===== config.mk =====
export PLATFORM = sky130hd
export DESIGN_NAME = alc_ctrl
export DESIGN_NICKNAME = d
export VERILOG_FILES = /design/src/rtl/alc_ctrl.sv
export SDC_FILE = /design/constraint.sdc
export NUM_CORES = 1
export LEC_CHECK = 0
export ABC_AREA = 0
export BUFFER_PORTS_ARGS = -buffer_cell sky130_fd_sc_hd__buf_4
export CAP_MARGIN = 20
export CORE_ASPECT_RATIO = 0.75
export CORE_MARGIN = 1.5
export CORE_UTILIZATION = 40
export CTS_CLUSTER_SIZE = 25
export DETAILED_ROUTE_END_ITERATION = 8
export PLACE_DENSITY = 0.62
export SYNTH_ARGS = -nofsm -noshare
export SYNTH_HDL_FRONTEND = slang
export SYNTH_SLANG_ARGS = --single-unit

===== constraint.sdc =====
create_clock -name clk -period 3.4 [get_ports clk]
set_input_delay 1.02 -clock clk [delete_from_list [all_inputs] [get_ports clk]]
set_output_delay 1.02 -clock clk [all_outputs]
set_load 0.05 [all_outputs]

===== src/rtl/alc_ctrl.sv =====
module alc_ctrl #(
  parameter int SW           = 16,
  parameter int GW           = 7,
  parameter int WAIT_SAMPLES = 8,
  parameter int LVL_HI       = 20675,
  parameter int LVL_MID      = 16423,
  parameter int LVL_LO       = 13045
) (
  input  logic          clk,
  input  logic          rst_n,
  input  logic [7:0]    ctrl_i,
  input  logic [GW-1:0] ref_i,
  input  logic          smp_vld_i,
  input  logic [SW-1:0] smp_l_i,
  input  logic [SW-1:0] smp_r_i,
  output logic [GW-1:0] gain_o
);
  localparam int CW = $clog2(WAIT_SAMPLES + 1);
  localparam logic [CW-1:0] LAST = CW'(WAIT_SAMPLES - 1);
  localparam logic [SW-1:0] K_HI  = SW'(LVL_HI);
  localparam logic [SW-1:0] K_MID = SW'(LVL_MID);
  localparam logic [SW-1:0] K_LO  = SW'(LVL_LO);

  logic en, zc_off, rec_sel, thr_sel;
  logic [1:0] att_sel;
  assign en      = ctrl_i[5];
  assign zc_off  = ctrl_i[4];
  assign att_sel = ctrl_i[3:2];
  assign rec_sel = ctrl_i[1];
  assign thr_sel = ctrl_i[0];

  logic [GW-1:0] gain_q;
  logic [CW-1:0] wcnt, tcnt;
  logic          pend_att, pend_rec, have_prev, sgn_l, sgn_r;

  logic [SW-1:0] mag_l, mag_r, thr, low;
  assign mag_l = smp_l_i[SW-1] ? (~smp_l_i + 1'b1) : smp_l_i;
  assign mag_r = smp_r_i[SW-1] ? (~smp_r_i + 1'b1) : smp_r_i;
  assign thr   = thr_sel ? K_HI : K_MID;
  assign low   = thr_sel ? K_MID : K_LO;

  logic over, band, quiet, w_exp, zc, want_att, want_rec, timeout, apply;
  assign over  = (mag_l >= thr) || (mag_r >= thr);
  assign band  = ((mag_l >= low) && (mag_l < thr)) || ((mag_r >= low) && (mag_r < thr));
  assign quiet = !over && !band;
  assign w_exp = quiet && (wcnt == LAST);
  assign zc    = have_prev && ((sgn_l != smp_l_i[SW-1]) || (sgn_r != smp_r_i[SW-1]));

  assign want_att = pend_att || over;
  assign want_rec = (pend_rec || w_exp) && !want_att;
  assign timeout  = (pend_att || pend_rec) && (tcnt == LAST);
  assign apply    = zc_off || zc || timeout;

  logic [2:0]    att_amt;
  logic [GW-1:0] att_ext, down, up;
  logic [GW:0]   sum;
  assign att_amt = {1'b0, att_sel} + 3'd1;
  assign att_ext = {{(GW-3){1'b0}}, att_amt};
  assign down    = (gain_q > att_ext) ? gain_q - att_ext : '0;
  assign sum     = {1'b0, gain_q} + {{(GW-1){1'b0}}, rec_sel, !rec_sel};
  assign up      = (gain_q >= ref_i) ? gain_q :
                   (sum > {1'b0, ref_i}) ? ref_i : sum[GW-1:0];

  always_ff @(posedge clk or negedge rst_n) begin
    if (!rst_n) begin
      gain_q    <= '0;
      wcnt      <= '0;
      tcnt      <= '0;
      pend_att  <= 1'b0;
      pend_rec  <= 1'b0;
      have_prev <= 1'b0;
      sgn_l     <= 1'b0;
      sgn_r     <= 1'b0;
    end else if (!en) begin
      gain_q    <= ref_i;
      wcnt      <= '0;
      tcnt      <= '0;
      pend_att  <= 1'b0;
      pend_rec  <= 1'b0;
      have_prev <= 1'b0;
      sgn_l     <= 1'b0;
      sgn_r     <= 1'b0;
    end else if (smp_vld_i) begin
      have_prev <= 1'b1;
      sgn_l     <= smp_l_i[SW-1];
      sgn_r     <= smp_r_i[SW-1];
      wcnt      <= (!quiet || w_exp) ? '0 : wcnt + 1'b1;
      if ((want_att || want_rec) && apply) begin
        gain_q   <= want_att ? down : up;
        pend_att <= 1'b0;
        pend_rec <= 1'b0;
        tcnt     <= '0;
      end else begin
        pend_att <= want_att;
        pend_rec <= want_rec;
        tcnt     <= (pend_att || pend_rec) ? tcnt + 1'b1 : '0;
      end
    end
  end

  assign gain_o = en ? gain_q : ref_i;
endmodule


# After elaboration in Yosys (flattened, before gate mapping)
# Index checks and enable logic that the tools add are counted.
# classes
n_reduce_logical	24
addsub	7
order_cmp	9
n_eq_ne	7
n_mux	31
bitwise	2
# op_table
cell	n
16-bit by 15-bit >= comparator with 1-bit output	4
7-bit two-way mux	8
16-bit by 1-bit adder with 16-bit output, second input constant	2
16-bit by 15-bit less-than comparator with 1-bit output	2
16-bit two-way mux	2
16-bit NOT	2
4-bit two-way mux	7
15-bit two-way mux	1
13-bit two-way mux	1
1-bit two-way mux	12
1-bit logical OR	10
4-bit by 1-bit adder with 4-bit output, second input constant	2
7-bit by 2-bit adder with 8-bit output	1
4-bit by 3-bit equality test with 1-bit output, second input constant	2
8-bit by 7-bit greater-than comparator with 1-bit output	1
1-bit logical AND	8
7-bit >= comparator	1
7-bit by 3-bit greater-than comparator with 1-bit output	1
7-bit by 3-bit subtractor with 7-bit output	1
1-bit logical NOT	5
2-bit by 1-bit inequality test with 1-bit output, second input constant	2
2-bit by 1-bit adder with 3-bit output, second input constant	1
3-bit inequality test, second input constant	1
3-bit AND reduction	1
1-bit inequality test	2
# word_totals
out_inout_bits	7
regBits	20
in_bits	50

# Logic depth before layout (Yosys ltp)
# logic_depth
word_depth	16
ltp_mapped	16

# Worst setup path after synthesis
# Ideal clock, no wire load.
# synth_path
path_type	input -> register
start	input smp_l_i[1]
end	register gain_q[3]
t_required_ns	3.266
setup_slack_ns	-1.106
path_buffers	0
cell_stages	12
arrival_ns	4.372
setup_time_ns	0.134
path_cell_list	or4_4 o41ai_2 xnor2_1 ha_1 a21o_1 a211oi_1 o21ai_0 a2111oi_1 a41oi_1 or4_1 a41oi_1 o31ai_2
# synth_via
elab_chain_cells	15
elab_cells_between_ends	26
classes_between	add/sub: 1; order compare: 3; eq/ne: 2; mux: 5; bitwise: 1; reduce/logical: 14
# synth_lines
item	line	source
start, declared	14	input logic [SW-1:0] smp_l_i,
16-bit NOT	37	assign mag_l = smp_l_i[SW-1] ? (~smp_l_i + 1'b1) : smp_l_i;
16-bit by 1-bit adder with 16-bit output	37	
16-bit two-way mux (*)	37	
16-bit by 15-bit >= comparator with 1-bit output or 16-bit by 15-bit less-than comparator with 1-bit output (tied branches)	44	assign band = ((mag_l >= low) && (mag_l < thr)) || ((mag_r >= low) && (mag_r < thr));
1-bit logical AND	44	
1-bit logical OR	44	
1-bit logical NOT	45	assign quiet = !over && !band;
1-bit logical AND	45	
1-bit logical AND	46	assign w_exp = quiet && (wcnt == LAST);
1-bit logical OR	50	assign want_rec = (pend_rec || w_exp) && !want_att;
1-bit logical AND	50	
1-bit logical OR	88	if ((want_att || want_rec) && apply) begin
1-bit logical AND	88	
2-bit by 1-bit inequality test with 1-bit output (no line)	--	
3-bit AND reduction (no line)	--	
end signal, assigned	75	gain_q <= ref_i;
end signal, assigned	89	gain_q <= want_att ? down : up;
end, declared	32	logic [GW-1:0] gain_q;
# Every way passes the cells marked *; elsewhere a longest branch is shown, timed or not. The select of a mux whose other input is x is not followed.
# A chain may end at the register's enable or synchronous reset.

# Worst setup path in the final report
# layout_path
start	input smp_l_i[8]
end	register gain_q[1]
# Same word-level chain as after synthesis.

==> metrics.txt <==
outcome=finished with violations; failing checks=negative setup slack; Final Hold Viols=0; first-pass GRT wire length=17500 um; min-delay src=tcnt[3]$_DFFE_PN0P_; initial antenna violation count=0; Sink Count=20; drt total wl=10600 um; via count=3820; Mapped Area=3470 sq um; Mapped Cells=422; cts bufs inserted=3; leading cell type in the layout, fill and taps excluded=buf_4; Hold Path Class=reg -> reg; CP endpoint kind=flop; PortBufs=54; Cells after DPL=668; Die Width=111 um; fin. max-slew vios=0; GRT Residual Overflow=0; initial core utilization=0.410; CTS tree=yes; r2r startpoint=gain_q[0]$_DFFE_PN0P_; largest net degree at the start of global routing=21; post-cts hold buffer count=0; Post-DP HPWL=8340 um; Critical Path RT=3.53 ns; Final WS setup=-0.707 ns; WS Path Type=in -> reg; period utilization=1.21; GR Util All Layers=0.223; Hold EP=tcnt[3]$_DFFE_PN0P_; Setup Skew=0.00302 ns; relative slew slack=0.642; crit path cell chain=buf_4 -> or3_4 -> or3_4 -> o21ai_4 -> xnor2_2 -> ha_1 -> nand2_1 -> nor2_2 -> nor4b_4 -> a2111oi_4 -> a41oi_4 -> or4_4 -> a41oi_2 -> o31ai_1; synth unique cells=73; reg2reg end=gain_q[1]$_DFFE_PN0P_; WP data arrival=4.24 ns; top_reg_cell synth=dfrtp_1; hold depth=1; first-pass iteration count of the detailed router=6; mean routed wirelength per cell=15.6 um; met3 Track Usage GR=0.0218; share of layout cells above drive strength 1=0.417; PD cells=291 nW/um^2; grt met1 use=0.332; syn avg cell area=8.22 sq um; Clk Latency, worst-skew pair=0.25 ns; H-tree depth=1; worst slew pin tran=0.523 ns; MaxCap Viol Count=0; worst-path maximum fanout=3; EDFF count, synth=0; Clock Path Buffers=2; CTS Root Cell=clkbuf_16; most used routing layer=met2; synthesis-stage register bit count=20; final instance count without filler cells=684; Seq/Total Area, Yosys=0.144; Fmax=243 MHz; area growth from synthesis to layout=50.8%; yosys warns=0; maximum VDD drop=0.000173 V; asr flop ratio synth=1.00; Chip Height=83.7 um; GPL Wtd Cong=0.888; Tmin final=4.11 ns; Final #Nets=679; grt met2 use=0.358; Ports=57; CORE AREA=8450 sq um; FP Rows=29; Post-Syn Nets=524; Fin Setup TNS=-7.92 ns; Largest stage delay, worst path=0.50 ns; Final ANT Viol Nets=0; vias in the first global route=3664; Leak=2.47 nW; DR vias/cell=5.58; Clock Pin Slew Worst Setup and Hold Paths=0.06 ns; Ant. Diodes=0; reg2reg setup slack=0.06 ns; Worst R2R Path Depth=13; DRC=0; die footprint=9250 sq um; crit start category=input pin; CP max stage cell=or4_4; Initial DRC Count=299; Most common cell on crit path=or3_4; most frequent cells in the layout=161 x buf_4, 47 x ha_1, 33 x inv_1; Final setup viols=13; RSZ-0062 raised after global routing=true
metrics by stage:
step / power, mW / utilization / area [sq um] / setup WS [ns] / hold slack (ns)
finish: 1.52 / 0.619 / 5230 / -0.707 / 0.482
global placement: 1.15 / 0.569 / 4810 / -1.00 / 0.466
floorplan: 0.814 / - / 3590 / -0.683 / 0.447
detailed placement: 1.16 / 0.569 / 4810 / -1.10 / 0.471
global route: 1.63 / 0.619 / 5230 / -0.845 / 0.524
CTS: 1.48 / 0.599 / 5060 / -0.702 / 0.477
synth_stat cells, types with 5 or more instances:
library cell  instances  area (sq um)
nor2_1               27           101
o41ai_1               6          52.6
xor2_1                6          52.6
nand3_1              10          50.1
or2_2                 5          31.3
xnor2_1              22           193
nand2_1              24          90.1
inv_1                35           131
nor3_1               11          55.1
or3_1                10          62.6
o31ai_1              13          97.6
dfrtp_1              20           500
a41oi_1               5          43.8
nand2b_1              8          50.1
nor2b_1               6          37.5
o21ai_0              21           105
a21oi_1              24           120
ha_1                 50           626
mux2i_1               7          70.1
clkbuf_1             13          48.8
a21o_1               13          97.6
area by class of cell:
type                    instances  area [sq um]
multi-input cells             353          3130
inverters                      35           131
flip-flops and latches         20           500
clock buffers                   4          88.8
fillers                       743          3220
well taps                     108           135
repair buffers                164          1240
power breakdown:
part           internal, mW  switching, mW  total (mW)
registers             0.256         0.0270       0.282
clock network         0.179         0.0908       0.270
logic                 0.473          0.495       0.968
total                 0.908          0.612        1.52
logic make-up (layout without fill, tap and decap cells):
| logic type | Yosys count | count (layout) | synth area share |
|---|---|---|---|
| AO/OA/AOI/OAI | 126 | 127 | 0.278 |
| adder cells (fa/ha/maj) | 52 | 52 | 0.192 |
| XOR/XNOR | 28 | 28 | 0.0707 |
| buffers and inverters | 50 | 203 | 0.0563 |
| flip-flops | 20 | 20 | 0.144 |
| AND/OR/NAND/NOR | 132 | 132 | 0.214 |
| multiplexers | 14 | 14 | 0.0451 |
registers in the layout, indices dropped and copies added, names as in the netlist:
register   flops
pend_att       1
sgn_r          1
sgn_l          1
tcnt           4
wcnt           4
pend_rec       1
have_prev      1
gain_q         7
critical path: cells and delay by family:
family | cells | cell delay, ns
adders and majority gates | 1 | 0.30
buffers and inverters | 1 | 0.11
AOI/OAI and AO/OA | 5 | 1.05
xor gates and xnor gates | 1 | 0.17
and+or+nand+nor | 6 | 1.58
worst max path at each step:
stage	startpoint	cells past startpoint	end	slack (ns)
CTS	smp_l_i[1]	13	gain_q[1]$_DFFE_PN0P_	-0.70
floorplan	smp_l_i[9]	13	gain_q[0]$_DFFE_PN0P_	-0.68
finish	smp_l_i[8]	14	gain_q[1]$_DFFE_PN0P_	-0.71
global route	smp_l_i[8]	15	wcnt[3]$_DFFE_PN0P_	-0.84
global placement	smp_l_i[1]	13	gain_q[1]$_DFFE_PN0P_	-1.00
detailed placement	smp_l_i[9]	14	gain_q[0]$_DFFE_PN0P_	-1.10
layer usage:
metal / vias up / part of all wire
met5: - / 0
met4: 0 / 0.0039
met3: 6 / 0.036
met2: 86 / 0.46
met1: 1829 / 0.50
li1: 1899 / -
timing repair:
| action | 4_1_cts | 5_1_grt |
|---|---|---|
| pin swaps | 11 | 14 |
| setup endpoints to repair | 13 | 13 |
| resized for setup | 23 | 19 |
| gates cloned | 1 | 0 |
| endpoints found under the hold margin | 0 | 0 |
| setup buffers | 3 | 8 |
No activity file was read; power rests on OpenSTA's default activity.
